<file path="config.mk">
export PLATFORM = sky130hd
export DESIGN_NAME = wake_seq
export DESIGN_NICKNAME = d
export VERILOG_FILES = /design/src/rtl/wake_seq_pkg.sv /design/src/rtl/wake_sleep_hold.sv /design/src/rtl/wake_fsm.sv /design/src/rtl/wake_out.sv /design/src/rtl/wake_seq.sv
export SDC_FILE = /design/constraint.sdc
export NUM_CORES = 1
export LEC_CHECK = 0
export ABC_AREA = 1
export CAP_MARGIN = 40
export CORE_AREA = 4 4 41 43
export DETAILED_ROUTE_END_ITERATION = 10
export DIE_AREA = 0 0 45 47
export PLACE_DENSITY = 0.32
export SYNTH_ARGS = -nofsm -noshare
export SYNTH_HDL_FRONTEND = slang
export SYNTH_SLANG_ARGS = --single-unit
</file>
<file path="constraint.sdc">
create_clock -name clk_i -period 0.8 [get_ports clk_i]
set_input_delay 0.16 -clock clk_i [delete_from_list [all_inputs] [get_ports clk_i]]
set_output_delay 0.16 -clock clk_i [all_outputs]
set_load 0.01 [all_outputs]
</file>
<file path="src/rtl/wake_seq_pkg.sv">
package wake_seq_pkg;
  typedef enum logic [1:0] {
    ST_RUN   = 2'd0,
    ST_SLEEP = 2'd1,
    ST_WAIT  = 2'd2
  } wake_state_e;
endpackage

</file>
<file path="src/rtl/wake_sleep_hold.sv">
module wake_sleep_hold
  import wake_seq_pkg::*;
(
  input  logic        clk_i,
  input  logic        rst_ni,
  input  wake_state_e state_q_i,
  input  logic        sleep_req_i,
  output logic        sleep_go_o
);
  logic pend_q;

  // latch requests made during the wait; consumed once back in run
  always_ff @(posedge clk_i or negedge rst_ni) begin
    if (!rst_ni)                                pend_q <= 1'b0;
    else if (state_q_i == ST_RUN)               pend_q <= 1'b0;
    else if (state_q_i == ST_WAIT && sleep_req_i) pend_q <= 1'b1;
  end

  assign sleep_go_o = sleep_req_i | pend_q;
endmodule

</file>
<file path="src/rtl/wake_fsm.sv">
module wake_fsm
  import wake_seq_pkg::*;
(
  input  logic        clk_i,
  input  logic        rst_ni,
  input  logic        sleep_go_i,
  input  logic        wake_irq_i,
  input  logic        wait_dis_i,
  input  logic        tmr_uflow_i,
  input  logic        load_q_i,
  output wake_state_e state_d_o,
  output wake_state_e state_q_o
);
  wake_state_e state_q, state_d;

  always_comb begin
    state_d = state_q;
    unique case (state_q)
      ST_RUN:   if (sleep_go_i) state_d = ST_SLEEP;
      ST_SLEEP: if (wake_irq_i) state_d = wait_dis_i ? ST_RUN : ST_WAIT;
      // underflow in the load cycle is stale
      ST_WAIT:  if (tmr_uflow_i && !load_q_i) state_d = ST_RUN;
      default:  state_d = ST_RUN;
    endcase
  end

  always_ff @(posedge clk_i or negedge rst_ni) begin
    if (!rst_ni) state_q <= ST_RUN;
    else         state_q <= state_d;
  end

  assign state_d_o = state_d;
  assign state_q_o = state_q;
endmodule

</file>
<file path="src/rtl/wake_out.sv">
module wake_out
  import wake_seq_pkg::*;
(
  input  logic        clk_i,
  input  logic        rst_ni,
  input  wake_state_e state_d_i,
  input  wake_state_e state_q_i,
  output logic        load_q_o,
  output logic        osc_en_o,
  output logic        cpu_run_o
);
  logic load_q;

  always_ff @(posedge clk_i or negedge rst_ni) begin
    if (!rst_ni) load_q <= 1'b0;
    else         load_q <= (state_d_i == ST_WAIT) && (state_q_i != ST_WAIT);
  end

  assign load_q_o  = load_q;
  assign osc_en_o  = (state_q_i != ST_SLEEP);
  assign cpu_run_o = (state_q_i == ST_RUN);
endmodule

</file>
<file path="src/rtl/wake_seq.sv">
module wake_seq
  import wake_seq_pkg::*;
(
  input  logic clk_i,
  input  logic rst_ni,
  input  logic sleep_req_i,
  input  logic wake_irq_i,
  input  logic wait_dis_i,
  input  logic tmr_uflow_i,
  output logic osc_en_o,
  output logic tmr_load_o,
  output logic cpu_run_o
);
  wake_state_e state_d, state_q;
  logic        sleep_go, load_q;

  wake_sleep_hold u_hold (
    .clk_i       (clk_i),
    .rst_ni      (rst_ni),
    .state_q_i   (state_q),
    .sleep_req_i (sleep_req_i),
    .sleep_go_o  (sleep_go)
  );

  wake_fsm u_fsm (
    .clk_i       (clk_i),
    .rst_ni      (rst_ni),
    .sleep_go_i  (sleep_go),
    .wake_irq_i  (wake_irq_i),
    .wait_dis_i  (wait_dis_i),
    .tmr_uflow_i (tmr_uflow_i),
    .load_q_i    (load_q),
    .state_d_o   (state_d),
    .state_q_o   (state_q)
  );

  wake_out u_out (
    .clk_i     (clk_i),
    .rst_ni    (rst_ni),
    .state_d_i (state_d),
    .state_q_i (state_q),
    .load_q_o  (load_q),
    .osc_en_o  (osc_en_o),
    .cpu_run_o (cpu_run_o)
  );

  assign tmr_load_o = load_q;
endmodule

</file>
==> After elaboration in Yosys (flattened, before gate mapping) <==
Cells that the tools add are included.
{ "word_totals": {"wordCells": 22, "reg_bits": 4, "in_bits": 6} }
{ "op_classes": {"reduce_logical": 6, "eq_ne": 5, "n_bitwise": 1, "n_mux": 7} }
{ "op_table": {"columns": ["op", "n"], "rows": [
  ["$mux W2", 4],
  ["$pmux W2 S3", 1],
  ["$eq A2 B2 Y1 const B", 2],
  ["$logic_and A1 B1 Y1", 3],
  ["$eq A2 B1 Y1 const B", 1],
  ["$logic_not A2 Y1", 1],
  ["$mux W1", 2],
  ["$ne A2 B1 Y1 const B", 1],
  ["$ne A2 B2 Y1 const B", 1],
  ["$reduce_bool A2 Y1", 1],
  ["$logic_not A1 Y1", 1],
  ["$or A1 B1 Y1", 1]
]} }

==> Longest topological paths before layout <==
Gate-level depths: netlist of the first run.
{ "depth": {"ltp_word": 6, "depth_mapped": 4, "mapped_depth_nobuf": 4} }

==> By module <==
Synthesis of the first run repeated with hierarchy kept, for this count alone.
{ "unflattened": {"hier_cells": 30, "hier_area_um2": 202.7} }
{ "modules_own_cells": {"columns": ["mod", "instances", "cells_per_inst", "area_per_inst_um2"], "rows": [
  ["wake_fsm", 1, 15, 98.8],
  ["wake_sleep_hold", 1, 7, 52.6],
  ["wake_out", 1, 8, 51.3]
]} }

==> Worst setup path before layout of the first run <==
Ideal clock, no wire load.
{ "synth_timing": {"kind": "register to register", "start": "register u_fsm.state_q[1], in the netlist u_fsm.state_q_o[1]", "end": "register u_hold.pend_q", "path_buffers": 0, "setup_time_ns": 0.133, "t_required_ns": 0.667, "stages_incl_launch_ff": 3, "arrival_time_ns": 0.734, "setup_slack_ns": -0.067, "path_cell_list": "dfrtp_1 -> nor2_1 -> o21ai_0"} }
{ "synth_lines": {"columns": ["element", "line_no", "rtl"], "rows": [
  ["from (decl)", "wake_fsm.sv:14", "wake_state_e state_q, state_d;"],
  ["from (signal assigned)", "wake_fsm.sv:29", "else state_q <= state_d;"],
  ["$logic_not A2 Y1 *", null, null],
  ["named net cpu_run_o", "wake_seq.sv:12", "output logic cpu_run_o"],
  ["$mux W1 / $reduce_bool A2 Y1 (equally long branches)", null, null],
  ["to (signal assigned)", "wake_sleep_hold.sv:14", "if (!rst_ni) pend_q <= 1'b0;"],
  ["to (signal assigned)", "wake_sleep_hold.sv:15", "else if (state_q_i == ST_RUN) pend_q <= 1'b0;"],
  ["to (signal assigned)", "wake_sleep_hold.sv:16", "else if (state_q_i == ST_WAIT && sleep_req_i) pend_q <= 1'b1;"],
  ["to (decl)", "wake_sleep_hold.sv:10", "logic pend_q;"]
]} }
Mark *: on every way through the listed nets, which the timed path passes. The rest lies on a longest branch.
A chain may end at the register's enable or synchronous reset.

==> Worst setup path in the final report of the first run <==
{ "layout_timing": {"start": "register u_fsm.state_q[1], in the netlist u_fsm.state_q_o[1]", "end": "output port osc_en_o"} }
{ "layout_via": {"elab_chain_len": 1} }
{ "layout_lines": {"columns": ["element", "line_no", "rtl"], "rows": [
  ["$ne A2 B1 Y1", "wake_out.sv:20", "assign osc_en_o = (state_q_i != ST_SLEEP);"],
  ["to (decl)", "wake_seq.sv:10", "output logic osc_en_o,"]
]} }
No other way between the ends.

==> results of run 1 <==
[per-stage QoR]
step	total power (W)	worst slack, ns	TNS [ns]	util
2_1_floorplan	0.000490	0.00150	0	-
3_3_place_gp	0.000819	-0.458	-1.57	0.245
3_5_place_dp	0.000815	-0.464	-1.57	0.245
4_1_cts	0.00109	-0.336	-0.986	0.266
5_1_grt	0.00126	-0.338	-1.26	0.279
6_report	0.00116	-0.288	-0.955	0.279
[cells in the final DEF, fill, tap and decap left out, drive strengths merged]
| cell type | instances |
|---|---|
| buf | 8 |
| clkbuf | 3 |
| clkdlybuf4s50 | 5 |
| dfrtp | 4 |
| inv | 8 |
| nand2 | 8 |
| nand3 | 1 |
| nor2 | 4 |
| o21ai | 1 |
[cells in the mapped netlist]
library cell,n
dfrtp_1,4
inv_1,8
nand2_1,8
nand3_1,1
nor2_1,3
nor2_2,1
o21ai_0,1
[cell families (layout without fill, tap and decap cells)]
group	Yosys count	in the layout	share of synthesized area
simple gates	13	13	0.280
buf+inv	8	24	0.160
flops	4	4	0.533
compound gates	1	1	0.0266
[critical path, stage by stage, from the launching register on]
cell and delay [ns]:
dfrtp_2 0.42, nor2_4 0.12, inv_2 0.04, buf_6 0.11
[layout make-up]
cell class,instances,share of cell area
multi-input cells,14,0.224
repair buffers,13,0.300
well taps,15,0.0517
flip-flops and latches,4,0.279
inverters,8,0.0828
clock buffers,3,0.0621
[registers in the layout, indices dropped and copies added (netlist names)]
name             flops
u_out.load_q_o       1
u_hold.pend_q        1
u_fsm.state_q_o      2
[per-layer routing]
metal | track usage | routed length [um]
met3 | 0.0192 | 31
met4 | 0.105 | 30
met1 | 0.0365 | 139
met2 | 0.107 | 276
met5 | 0 | 0
[power by group]
group,switching [W],internal [W]
logic,0.000272,0.000325
clock network,0.0000794,0.000168
registers,0.0000523,0.000266
total,0.000404,0.000758
[final timing paths]
path	from	to	slack, ns	cells after the start
worst min-delay path	rst_ni	u_hold.pend_q	0.13	1
worst max register to register	u_fsm.state_q_o[0]	u_hold.pend_q	-0.12	5
worst max-delay path	u_fsm.state_q_o[1]	osc_en_o	-0.29	3
max in group asynchronous	rst_ni	u_fsm.state_q_o[1]	0.49	1
worst min register to register	u_hold.pend_q	u_hold.pend_q	0.54	2
min in group clk_i	tmr_uflow_i	u_fsm.state_q_o[1]	0.53	4
[timing repair]
action	4_1_cts	5_1_grt
setup endpoints to repair	7	7
pin swaps	4	1
setup buffers	2	0
gates resized for setup	18	5
endpoints found under the hold margin	0	0
hold buffers	0	0
==> run summary, run 1 <==
OUTCOME
---------------------------------------------------------------------------------
Result of the run .................................................. finished, violations left
Failing checks ..................................................... setup timing

FINAL LAYOUT
---------------------------------------------------------------------------------
Fillers ............................................................          157
Number of antenna repair diodes ....................................            0
Fin area ...........................................................      363 um2
Non-filler cells in the finished layout ............................           57
Sequential standard cell area ......................................      101 um2
Area added between synthesis and finish ............................        93.3%
Share of layout cells above drive strength 1 .......................        0.500
Post-layout nets ...................................................           50
Area occupied by multi-input gates .................................     81.3 um2

CLOCKING
---------------------------------------------------------------------------------
Maximum number of buffers from clock root to sink ..................            2
Clock slew seen by the registers of the worst setup and hold paths .      0.04 ns
CTS tree ...........................................................          yes
CTS Root Buffer Type ...............................................     clkbuf_4
Sinks on Clock Net .................................................            4
H-Tree Depth .......................................................            1
Worst skew pair latency ............................................      0.23 ns
Number of CTS-inserted buffers .....................................            3

CRITICAL PATH
---------------------------------------------------------------------------------
Peak fanout along the critical path ................................            3
Worst Path Required ................................................      0.64 ns
Critical path endpoint category ....................................  output port
Data arrival time of the critical path .............................      0.93 ns
Launching element type of the critical path ........................         flop
Critical Setup Path Class .......................................... flop to output port

POWER AND IR DROP
---------------------------------------------------------------------------------
Max IR drop VDD ....................................................      1190 uV
Power per unit of standard cell area ...............................  3200 mW/mm2
Leakage power of the design ........................................     0.195 nW

PLACEMENT
---------------------------------------------------------------------------------
Count of placed standard cells including taps ......................           53
Number of buffers added on ports ...................................            8
Detailed placer's ending HPWL ......................................       366 um
DP Area ............................................................      319 um2
Gpl congestion .....................................................        0.661

LOGIC SYNTHESIS
---------------------------------------------------------------------------------
Post-synthesis register bit count ..................................            4
Biggest area contributors in the synthesized netlist ............... dfrtp_1 (53%), inv_1 (16%), nand2_1 (16%)
Proportion of synthesized chip area in sequential cells ............        0.533
Synth Cell Area ....................................................      188 um2
Synth Area per Inst ................................................     7.22 um2
Synth Net Count ....................................................           32
Top-area cell type share of the netlist area .......................        0.533
Cell type contributing the most total cell area after synthesis ....      dfrtp_1
Synthesis warning total ............................................            0
Post-Synthesis Cells ...............................................           26
Distinct cells, synth ..............................................            7

TIMING
---------------------------------------------------------------------------------
Relative slew slack ................................................        0.879
PnR worst setup slack ..............................................    -0.288 ns
Number of pins with negative max-slew slack in the final report ....            0
Fraction of the cycle the final worst path needs ...................         1.36
Final number of hold-violating endpoints ...........................            0
Worst clock skew ...................................................  0.000842 ns
Pin slew with the least headroom to its limit ......................     0.181 ns
Maximum clock frequency ............................................      919 MHz
Setup-violating endpoint count in the final report .................            7
RSZ-0062 raised after global routing ...............................         true
Final min period ...................................................      1.09 ns
Worst hold-check slack .............................................     0.126 ns

ROUTE
---------------------------------------------------------------------------------
Routed len/inst ....................................................      8.37 um
Aggregate routed wire length .......................................       477 um
Residual DRC count .................................................            0
Number of detailed-routing iterations run before antenna repair ....            1
Drt initial violations .............................................            0
Detailed-route via count ...........................................          200
Vias per inst ......................................................         3.51
DRT antenna net count ..............................................            0

FLOORPLAN
---------------------------------------------------------------------------------
Overall die height .................................................        47 um
Starting utilization of the core area ..............................        0.144
Area enclosed by the die boundary ..................................  0.00212 mm2
Ports placed on the boundary .......................................            9
Placement row count ................................................           13
Die Span X .........................................................        45 um
Total core area ....................................................  0.00130 mm2

GLOBAL ROUTE
---------------------------------------------------------------------------------
First-pass GRT wire length .........................................       807 um
Number of antenna violations at the first check in global routing ..            0
Residual overflow from global routing ..............................            0
Total GRT Usage ....................................................       0.0609
Via count of the first global-routing pass .........................          237
Maximum number of pins on one net before global-route repair .......            5

FLOW RUN
---------------------------------------------------------------------------------
Number of violations of the max-capacitance limit ..................            0

WORST HOLD PATH
---------------------------------------------------------------------------------
Worst hold path type ............................................... input port to async pin

Power figures use the tool's default switching activity.
==> run 2: changes to the inputs <==
--- a/config.mk
+++ b/config.mk
@@ -11,6 +11,7 @@
 export DETAILED_ROUTE_END_ITERATION = 10
 export DIE_AREA = 0 0 45 47
 export PLACE_DENSITY = 0.32
+export SETUP_SLACK_MARGIN = 0.15
 export SYNTH_ARGS = -nofsm -noshare
 export SYNTH_HDL_FRONTEND = slang
 export SYNTH_SLANG_ARGS = --single-unit
==> run 2 against run 1 <==
The flow still finishes with violations (setup timing). Sequential power grew 6%. Power grew 31%. Clock skew grew 0.0076 ns. Combinational power grew 53%. Register-to-register slack lost 0.19 ns.
==> run summary, run 2 (synthesis results as in run 1) <==
POWER AND IR DROP
---------------------------------------------------------------------------------
Proportion of power drawn by the clock network .....................        0.182   -0.031
Power per unit of standard cell area ...............................  3520 mW/mm2   +10%
Combinational share of power .......................................        0.597   +0.084
Relative contribution of sequential cells to total power ...........        0.221   -0.053
Internal power .....................................................    0.00104 W   +37%
Net switching power figure .........................................   0.000488 W   +21%
Power consumption ..................................................    0.00152 W   +31%
Leakage power of the design ........................................     0.235 nW   +20%
Switching share of total power .....................................        0.320   -0.0276
Max IR drop VDD ....................................................      1310 uV   +10%

CRITICAL PATH
---------------------------------------------------------------------------------
Launching element type of the critical path ........................         flop
Worst reg-to-reg setup slack .......................................     -0.31 ns   -0.19 ns
Reg-to-reg critical path endpoint .................................. u_hold.pend_q
Critical path endpoint category ....................................  output port
Data arrival time of the critical path .............................      0.96 ns   +0.03 ns
Critical Setup Path Class .......................................... flop to output port
Worst Setup EP .....................................................     osc_en_o
Peak fanout along the critical path ................................            3   unchanged
Critical Path Start ................................................ u_fsm.state_q_o[0]
Worst Path Required ................................................      0.64 ns   about the same
Worst r2r path cells ...............................................            7   +2
FF-to-FF Start ..................................................... u_fsm.state_q_o[0]

PLACEMENT
---------------------------------------------------------------------------------
Count of placed standard cells including taps ......................           51   -3.8%
Number of buffers added on ports ...................................            8   unchanged
Gpl congestion .....................................................        0.636   -3.7%

GLOBAL ROUTE
---------------------------------------------------------------------------------
First-pass GRT wire length .........................................       765 um   -5.2%
Maximum number of pins on one net before global-route repair .......            5   unchanged
Total GRT Usage ....................................................       0.0594   -0.00154
Number of antenna violations at the first check in global routing ..            0   unchanged
Residual overflow from global routing ..............................            0   unchanged
Via count of the first global-routing pass .........................          198   -16%

CLOCKING
---------------------------------------------------------------------------------
CTS tree ...........................................................          yes
Worst skew pair latency ............................................      0.24 ns   about the same
Sinks on Clock Net .................................................            4   unchanged
Number of CTS-inserted buffers .....................................            3   unchanged
Clock slew seen by the registers of the worst setup and hold paths .      0.04 ns   about the same
Maximum number of buffers from clock root to sink ..................            2   unchanged
H-Tree Depth .......................................................            1   unchanged
CTS Root Buffer Type ...............................................     clkbuf_4

TIMING
---------------------------------------------------------------------------------
Number of pins with negative max-slew slack in the final report ....            0   unchanged
PnR worst setup slack ..............................................    -0.320 ns   -0.0320 ns
Final number of hold-violating endpoints ...........................            0   unchanged
Worst clock skew ...................................................   0.00841 ns   +0.00757 ns
Pin slew with the least headroom to its limit ......................     0.195 ns   +0.0145 ns
Relative slew slack ................................................        0.869   -0.00980
Maximum clock frequency ............................................      893 MHz   -2.9%
RSZ-0062 raised after global routing ...............................         true
Setup TNS ..........................................................     -1.83 ns   -0.880 ns
Setup-violating endpoint count in the final report .................            7   unchanged
Fraction of the cycle the final worst path needs ...................         1.40   +0.0401
Final min period ...................................................      1.12 ns   +0.0320 ns

OUTCOME
---------------------------------------------------------------------------------
Result of the run .................................................. finished, violations left
Failing checks ..................................................... setup timing

FINAL LAYOUT
---------------------------------------------------------------------------------
Area occupied by multi-input gates .................................     88.8 um2   +9.2%
Max FFs per register ...............................................            2   unchanged
Final Util .........................................................        0.333   +0.0538
Share of layout cells above drive strength 1 .......................        0.511   +0.0106
Post-layout nets ...................................................           54   +8.0%
Fillers ............................................................          142   -9.6%
Leading cell types in the layout, fill and taps excluded ........... buf_6 (8), inv_1 (6), nand2_1 (6)
Sequential standard cell area ......................................      101 um2   unchanged
Area added between synthesis and finish ............................         131%
Non-filler cells in the finished layout ............................           62   +8.8%
Commonest non-fill, non-tap cell in the layout .....................        buf_6
Number of antenna repair diodes ....................................            0   unchanged

FLOORPLAN
---------------------------------------------------------------------------------
Ports placed on the boundary .......................................            9   unchanged
Die Span X .........................................................        45 um   unchanged
Area enclosed by the die boundary ..................................  0.00212 mm2   unchanged
Starting utilization of the core area ..............................        0.144   unchanged
Total core area ....................................................  0.00130 mm2   unchanged
Placement row count ................................................           13   unchanged
Overall die height .................................................        47 um   unchanged

ROUTE
---------------------------------------------------------------------------------
Detailed-route via count ...........................................          217   +8.5%
Number of detailed-routing iterations run before antenna repair ....            1   unchanged
DRT antenna net count ..............................................            0   unchanged
Vias per inst ......................................................         3.50   -0.25%
Aggregate routed wire length .......................................       485 um   +1.7%
Drt initial violations .............................................            0   unchanged
Residual DRC count .................................................            0   unchanged
Routed len/inst ....................................................      7.82 um   -6.5%

FLOW RUN
---------------------------------------------------------------------------------
Number of violations of the max-capacitance limit ..................            0   unchanged

WORST HOLD PATH
---------------------------------------------------------------------------------
Worst hold path type ............................................... input port to async pin

==> run 2: stage by stage <==
| step | hold WS [ns] | worst slack, ns | instance area (um2) |
|---|---|---|---|
| after floorplan | -0.136 | 0.0180 | 201 |
| after global placement | 0.389 | -0.460 | 315 |
| after detailed placement | 0.385 | -0.456 | 315 |
| after CTS | 0.127 | -0.332 | 415 |
| after global routing | 0.127 | -0.392 | 433 |
| final | 0.126 | -0.320 | 433 |
==> run 2: repair_timing <==
action / 4_1_cts / 5_1_grt
buffers inserted: 6 / 1
resized for setup: 23 / 3
hold buffers: 0 / 0
hold endpoints to repair: 0 / 0
setup endpoints to repair: 7 / 7
pin swaps: 1 / 0
==> run 2: cell type report <==
class | count | area share
multi-input combinational | 14 | 0.205
clock buffer | 4 | 0.0607
tap | 15 | 0.0434
sequential | 4 | 0.234
inverter | 8 | 0.0694
timing repair buffer | 17 | 0.387
==> run 2: worst min path at each step <==
| stage | slack (ns) | from | to | cells after the start |
|---|---|---|---|---|
| 2_1_floorplan | -0.14 | rst_ni | u_fsm.state_q_o[0] | 0 |
| 3_3_place_gp | 0.39 | rst_ni | u_hold.pend_q | 1 |
| 3_5_place_dp | 0.39 | rst_ni | u_hold.pend_q | 1 |
| 4_1_cts | 0.13 | rst_ni | u_hold.pend_q | 1 |
| 5_1_grt | 0.13 | rst_ni | u_hold.pend_q | 1 |
| 6_report | 0.13 | rst_ni | u_hold.pend_q | 1 |
==> run 2: metal layers <==
metal / up-vias / GRT usage / wire length (um) / share of wire
met5: - / 0 / 0 / 0
met4: 0 / 0.0175 / 0 / 0
met3: 0 / 0.0728 / 43 / 0.089
met2: 6 / 0.0904 / 255 / 0.53
met1: 95 / 0.0481 / 187 / 0.39
li1: 116 / - / - / -
==> run 2: power by group through the flow <==
stage | logic, W | clock network [W] | registers [W]
after global placement | 0.000495 | 0 | 0.000337
after CTS | 0.000828 | 0.000294 | 0.000336
after detailed placement | 0.000493 | 0 | 0.000339
final | 0.000910 | 0.000277 | 0.000337
after global routing | 0.000985 | 0.000321 | 0.000345
after floorplan | 0.000227 | 0 | 0.000334
==> run 2: critical path, cell delays in order, from the launching register on <==
cell,delay [ns]
dfrtp_1,0.41
inv_2,0.08
nor2_4,0.09
inv_2,0.04
buf_6,0.11
